## src/rtl/pair_shift_pkg.sv

```systemverilog
package pair_shift_pkg;
    localparam int INSN_W = 32;
    localparam int REG_W  = 5;
    localparam int SA_W   = 4;

    localparam logic [5:0] MAJOR_CODE = 6'b001000;
    localparam logic [6:0] MINOR_CODE = 7'b1100110;
    localparam logic [2:0] FUNC_CODE  = 3'b101;

    typedef struct packed {
        logic             hit;
        logic [REG_W-1:0] rt;
        logic [REG_W-1:0] rs;
        logic [SA_W-1:0]  sa;
        logic             rnd;
    } insn_fields_t;
endpackage

```

## src/rtl/hsr_lane.sv

```systemverilog
module hsr_lane #(
    parameter int W  = 16,
    parameter int SW = 4
) (
    input  logic [W-1:0]  a,
    input  logic [SW-1:0] sh,
    input  logic          rnd,
    output logic [W-1:0]  y
);
    logic signed [W:0]   ext;
    logic        [W:0]   sum;
    logic signed [W-1:0] plain;

    always_comb begin
        // One guard bit below the lane keeps the rounding position in range for every shift.
        ext   = $signed({a, 1'b0}) >>> sh;
        sum   = $unsigned(ext) + {{W{1'b0}}, 1'b1};
        plain = $signed(a) >>> sh;
        y     = rnd ? sum[W:1] : plain;
    end
endmodule

```

## src/rtl/hsr_decode.sv

```systemverilog
module hsr_decode
    import pair_shift_pkg::*;
(
    input  logic [INSN_W-1:0] insn,
    output insn_fields_t      fields
);
    always_comb begin
        fields.hit = (insn[31:26] == MAJOR_CODE) &&
                     (insn[9:3]   == MINOR_CODE) &&
                     (insn[2:0]   == FUNC_CODE);
        fields.rt  = insn[25:21];
        fields.rs  = insn[20:16];
        fields.sa  = insn[15:12];
        fields.rnd = insn[10];
    end
endmodule

```

## src/rtl/pair_shift_unit.sv

```systemverilog
module pair_shift_unit
    import pair_shift_pkg::*;
#(
    parameter int LANE_W = 16,
    parameter int LANES  = 2,
    parameter int SH_W   = $clog2(LANE_W)
) (
    input  logic                      clk,
    input  logic                      rst,
    input  logic                      in_valid,
    input  logic [LANE_W*LANES-1:0]   src_word,
    input  logic [SH_W-1:0]           shamt,
    input  logic                      round_en,
    input  logic [INSN_W-1:0]         insn_word,
    output logic                      out_valid,
    output logic [LANE_W*LANES-1:0]   result,
    output logic                      insn_match,
    output logic [REG_W-1:0]          dec_rt,
    output logic [REG_W-1:0]          dec_rs,
    output logic [SA_W-1:0]           dec_shamt,
    output logic                      dec_round
);
    localparam int DATA_W = LANE_W * LANES;

    typedef struct packed {
        logic              vld;
        logic [DATA_W-1:0] res;
    } stage_t;

    stage_t            st_d, st_q;
    logic [DATA_W-1:0] lanes_y;
    insn_fields_t      fld;

    for (genvar g = 0; g < LANES; g++) begin : g_lane
        hsr_lane #(.W(LANE_W), .SW(SH_W)) u_lane (
            .a   (src_word[g*LANE_W +: LANE_W]),
            .sh  (shamt),
            .rnd (round_en),
            .y   (lanes_y[g*LANE_W +: LANE_W])
        );
    end

    hsr_decode u_dec (
        .insn   (insn_word),
        .fields (fld)
    );

    always_comb begin
        st_d     = st_q;
        st_d.vld = in_valid;
        if (in_valid) begin
            st_d.res = lanes_y;
        end
    end

    always_ff @(posedge clk) begin
        if (rst) begin
            st_q <= '0;
        end else begin
            st_q <= st_d;
        end
    end

    assign out_valid  = st_q.vld;
    assign result     = st_q.res;
    assign insn_match = fld.hit;
    assign dec_rt     = fld.rt;
    assign dec_rs     = fld.rs;
    assign dec_shamt  = fld.sa;
    assign dec_round  = fld.rnd;
endmodule

```

## config.mk

```make
export PLATFORM = sky130hd
export DESIGN_NAME = pair_shift_unit
export DESIGN_NICKNAME = d
export VERILOG_FILES = /design/src/rtl/pair_shift_pkg.sv /design/src/rtl/hsr_lane.sv /design/src/rtl/hsr_decode.sv /design/src/rtl/pair_shift_unit.sv
export SDC_FILE = /design/constraint.sdc
export NUM_CORES = 1
export LEC_CHECK = 0
export BUFFER_PORTS_ARGS = -buffer_cell sky130_fd_sc_hd__buf_2
export CORE_MARGIN = 1.5
export CORE_UTILIZATION = 30
export DETAILED_ROUTE_END_ITERATION = 8
export PLACE_DENSITY = 0.49
export SYNTH_ARGS = -nofsm -noshare
export SYNTH_HDL_FRONTEND = slang
export SYNTH_SLANG_ARGS = --single-unit
```

## constraint.sdc

```tcl
create_clock -name clk -period 3.7 [get_ports clk]
set_clock_uncertainty 0.2 [all_clocks]
set_input_delay 0.37 -clock clk [delete_from_list [all_inputs] [get_ports clk]]
set_output_delay 0.37 -clock clk [all_outputs]
set_load 0.03 [all_outputs]
```

==> out/metrics.yaml, run 1 <==
outcome: "finished, final reports clean"
syn-num-nets: 543
end_kind: "flop"
h-tree-depth: 2
row_count: 42
holdPathStages: 3
clk_pin_slew_ns: 0.05
postSynthCellCount: 469
antenna_cells: 0
hp-start: "round_en"
grt_max_degree: 57
port_buffers: 89
ys_ff_latch: 33
power_density_nw_per_um2: 311.9
track_usage_pct: 16.14
slew_headroom_pct: 53.87
dpl_cell_area_um2: 4409
initial_utilization_pct: 30.50
drive_gt1_share_pct: 28.49
reg2reg_depth: 2
combPwrFrac_pct: 38.7
yosysTopAreaCell: "dfxtp_1"
p_total_mw: 1.429
r2r_start: "result[26]"
yosysTopAreaCellShare_pct: 16.48
hold_buffers: 0
grt_pass1_wl_um: 18720
netlist_top_cells_area: "dfxtp_1 16%, mux4_1 9.2%, mux4_2 5.6%, mux2i_1 4.5%, nor2_1 4.5%"
rsz0062_at_grt: "no"
power_frac_clock_pct: 33.2
gp_congestion: 0.8526
cts_root_buf: "clkbuf_16"
required_ns: 3.67
cts_inserted_buffers: 5
final_area_um2: 4582
area_growth_pct: 14.33
seq_power_share_pct: 28.0
intPower_mw: 0.9390
startpoint_type: "primary input"
grt_pass1_vias: 3550
avgSynthCellArea_um2: 8.545
worst_pin_slew_ns: 0.6920
die_x_um: 118.6
fin_crit_sh_pct: 86.34
core_region_area_um2: 13140
async_flop_share_pct: 0
irDropWorstVdd_v: 0.0001620
post_cts_resized: 0
final_util_pct: 34.88
hold_viol: 0
hold_path_end: "result[16]"
cp_data_arrival_time_ns: 3.16
p_sw_share_pct: 34.30
setup_viol: 0
crit_start: "shamt[1]"
clockBufferDepth: 2
initialDrtViolationCount: 306
ant_nets: 0
seq_area_frac_synth_pct: 16.48
synth_edf_count: 0
cts_post_setup_buffers_inserted: 0
vias_per_cell: 5.509
cp_max_fo: 11
dieArea_um2: 14060
clk_latency_ns: 0.27
antenna_found_initial: 0
criticalPathCategory: "primary input to flop"
p_leak_nw: 1.818
drtPass1Iterations: 4
setup-tns-final_ns: 0
ioPinCount: 121
rr_endpoint: "result[26]"
place_hpwl_um: 9019
wl_per_cell_um: 16.52
grt.overflow.total: 0
netlist_area_um2: 4008
cts_tree: "yes"
ys_warn_count: 0
max_freq_ghz: 0.3130
ys.flop_type: "dfxtp_1"
min_period_ns: 3.195
maxCapViolCount: 0
hold_slack_ns: 0.2617
hold_path.class: "primary input to flop"
switchingPower_mw: 0.4902
drc: 0
num_vias: 3851
nNetsFinal: 596
die_h_um: 118.6
ys_types: 83
drv_slew: 0
drt_wl_total_um: 11550
cts_sinks: 33
reg2reg_setup_slack_ns: 2.56
## worst max path at each step
stage	end
after floorplan	result[29]
after global placement	result[11]
after detailed placement	result[11]
after CTS	result[11]
after global routing	result[11]
final	result[29]
## layout make-up
cell class	count	area, um2
fill	1432	8556
multi-input combinational	368	2935
sequential	33	660.6
timing repair buffer	100	540.5
tap	176	220.2
clock buffer	7	142.6
inverter	14	52.55
clock inverter	1	30.03
## power groups by stage
stage / logic, mW / registers (mW) / clock network [mW]
4_1_cts: 0.553 / 0.401 / 0.487
2_1_floorplan: 0.377 / 0.465 / 0
3_3_place_gp: 0.546 / 0.408 / 0
5_1_grt: 0.602 / 0.404 / 0.501
6_report: 0.554 / 0.400 / 0.475
3_5_place_dp: 0.551 / 0.408 / 0
## logic make-up (layout without fill, tap and decap cells)
family / Yosys count / count (layout) / synth area share [%]
AOI/OAI and AO/OA: 126 / 126 / 24.01
xor gates and xnor gates: 12 / 12 / 2.623
adders and majority gates: 2 / 2 / 0.6243
buffers and inverters: 68 / 122 / 10.27
DFF: 33 / 33 / 16.48
muxes: 55 / 55 / 22.95
and+or+nand+nor: 173 / 173 / 23.04
## layer usage
layer / global-route usage, % / share of wire, %
met1: 24.96 / 53
met2: 23.51 / 41
met3: 1.834 / 4.5
met4: 4.217 / 1.2
met5: 0 / 0
## cell usage in the layout, fill, tap and decap left out, types with 14 or more instances in the layout
cell | Yosys | layout
mux2i_1 | 18 | 18
nor2_1 | 48 | 48
buf_2 | 12 | 89
dfxtp_1 | 33 | 33
nand2_1 | 39 | 39
a21oi_1 | 18 | 18
mux4_1 | 14 | 14
o21ai_0 | 16 | 16
## per-stage QoR
step	cells	worst slack, ns
after global routing	699	0.3228
after floorplan	469	0.6101
after global placement	691	0.2906
after detailed placement	691	0.2084
final	699	0.5054
after CTS	699	0.4997
## cells in the mapped netlist, drive strengths merged, types with 8 or more instances
| cell | number |
|---|---|
| clkbuf | 18 |
| buf | 36 |
| inv | 13 |
| nor2b | 8 |
| mux2 | 13 |
| a311oi | 8 |
| o21ai | 17 |
| dfxtp | 33 |
| nand2 | 39 |
| mux2i | 18 |
| nand3 | 9 |
| o211ai | 9 |
| a21oi | 18 |
| mux4 | 24 |
| a211oi | 13 |
| nor2 | 48 |
| nand2b | 12 |
## critical path, cell delays in order
cell and delay [ns]:
buf_2 0.27, mux4_1 0.66, mux4_2 0.52, ha_1 0.20, nand2_1 0.12, nor4_1 0.07
a31oi_1 0.33, nor2_1 0.18, a211o_1 0.33, o311ai_0 0.09
## registers in the layout (all words and copies together) (netlist names)
| name | cells |
|---|---|
| out_valid | 1 |
| result | 32 |
No activity file was read; power rests on OpenSTA's default activity.
==> inputs of run 2 (changes only) <==
--- a/config.mk
+++ b/config.mk
@@ -9,6 +9,7 @@
 export CORE_MARGIN = 1.5
 export CORE_UTILIZATION = 30
 export DETAILED_ROUTE_END_ITERATION = 8
+export MAX_ROUTING_LAYER = met4
 export PLACE_DENSITY = 0.49
 export SYNTH_ARGS = -nofsm -noshare
 export SYNTH_HDL_FRONTEND = slang
==> run 2 against run 1 <==
Die area stayed put. Worst setup slack worse by 0.018 ns. Sequential share of layout area hardly changed. Sequential power hardly changed. Final area is 0.16% higher. Global-route usage is 0.83 points higher. Clock-buffer cell count stayed put. Hold slack worse by 0.014 ns. First-iteration DRC count is 30% lower. Critical path type unchanged.
==> out/metrics.yaml, run 2 (same netlist as run 1, synthesis figures left out) <==
outcome: "finished, final reports clean"
power_frac_clock_pct: 33.6
initialDrtViolationCount: 214
post-place-cells: 692
rsz0062_at_grt: "no"
num_vias: 3837
slowest_stage: "mux4_1"
fin_crit_sh_pct: 86.83
seq_power_share_pct: 27.8
max_freq_ghz: 0.3113
criticalPathCategory: "primary input to flop"
min_period_ns: 3.213
instances_no_fill: 700
slew_headroom_pct: 55.02
clk_latency_ns: 0.28
p_leak_nw: 1.823
setup-tns-final_ns: 0
track_usage_pct: 16.97
antenna_found_initial: 0
die_h_um: 118.6
ioPinCount: 121
setup_viol: 0
hold_buffers: 0
combPwrFrac_pct: 38.6
vias_per_cell: 5.481
ant_nets: 0
clockBufferDepth: 2
wl_per_cell_um: 16.65
mostFrequentLayoutCells: "89 x buf_2, 48 x nor2_1, 39 x nand2_1, 33 x dfxtp_1"
cts_sinks: 33
drive_gt1_share_pct: 28.63
place_hpwl_um: 9081
required_ns: 3.67
clk_pin_slew_ns: 0.05
irDropWorstVdd_v: 0.0001502
row_count: 42
maxCapViolCount: 0
cp_top_family: "multiplexers"
hold_viol: 0
area_growth_pct: 14.52
p_total_mw: 1.439
cts_inserted_buffers: 5
cp_max_fo: 11
grt.overflow.total: 0
p_sw_share_pct: 34.67
startpoint_type: "primary input"
worst_pin_slew_ns: 0.6747
h-tree-depth: 2
nNetsFinal: 597
cts_root_buf: "clkbuf_16"
power_density_nw_per_um2: 313.5
gp_congestion: 0.8711
cts_post_setup_buffers_inserted: 0
hold_path.class: "primary input to flop"
grt_max_degree: 57
switchingPower_mw: 0.4989
cts_tree: "yes"
drt_wl_total_um: 11660
grt_pass1_wl_um: 19160
drtPass1Iterations: 5
port_buffers: 89
end_kind: "flop"
antenna_cells: 0
core_region_area_um2: 13140
post_cts_resized: 0
drc: 0
max_stage_delay_ns: 0.67
crit_buf_inv: 1
die_x_um: 118.6
grt_pass1_vias: 3565
initial_utilization_pct: 30.50
largest_reg_flops: 32
cp_data_arrival_time_ns: 3.18
dieArea_um2: 14060
path_cells: "buf_2 > mux4_1 > mux4_2 > ha_1 > nand2_1 > nor4_1 > a31oi_1 > nor2_1 > a211o_1 > o311ai_0"
drv_slew: 0
layout_commonest_cell: "buf_2"
intPower_mw: 0.9400
[run 2: metrics by stage]
step	utilization, %	area (um2)	hold slack (ns)	setup slack, ns
3_5_place_dp	33.62	4417	0.2648	0.2196
4_1_cts	34.93	4589	0.2532	0.5080
2_1_floorplan	-	4008	0.3293	0.6101
5_1_grt	34.93	4589	0.2638	0.3273
3_3_place_gp	33.62	4417	0.2572	0.2897
6_report	34.93	4589	0.2479	0.4874
[run 2: path summary, 6_finish.rpt]
check / from / cells after the start / endpoint / slack (ns)
hold reg to reg: result[0] / 2 / result[0] / 0.27
setup reg to reg: result[26] / 2 / result[26] / 2.55
setup / recovery: shamt[1] / 10 / result[29] / 0.49
hold / removal: round_en / 3 / result[16] / 0.25
[run 2: worst reg2reg max path, stage by stage, from the launching register on]
cell and delay, ns:
dfxtp_1 0.33, or3b_2 0.44, o311ai_1 0.09
[run 2: final cells by class]
class | count | area (um2)
clock buffer | 7 | 142.6
clock inverter | 1 | 30.03
fill | 1390 | 8548
inverter | 14 | 52.55
multi-input combinational | 368 | 2935
sequential | 33 | 660.6
tap | 176 | 220.2
timing repair buffer | 101 | 548.0
[run 2: power by group through the flow]
stage / sequential (mW) / combinational, mW / clock [mW]
floorplan: 0.465 / 0.377 / 0
global placement: 0.408 / 0.546 / 0
detailed placement: 0.408 / 0.553 / 0
CTS: 0.401 / 0.555 / 0.490
global route: 0.404 / 0.607 / 0.507
finish: 0.400 / 0.555 / 0.484
[run 2: layer usage]
metal	GRT usage [%]	vias up	share of wire (%)
li1	-	1903	-
met1	25.59	1811	52
met2	23.69	118	41
met3	2.461	5	5.5
met4	3.840	0	0.78
met5	-	-	0
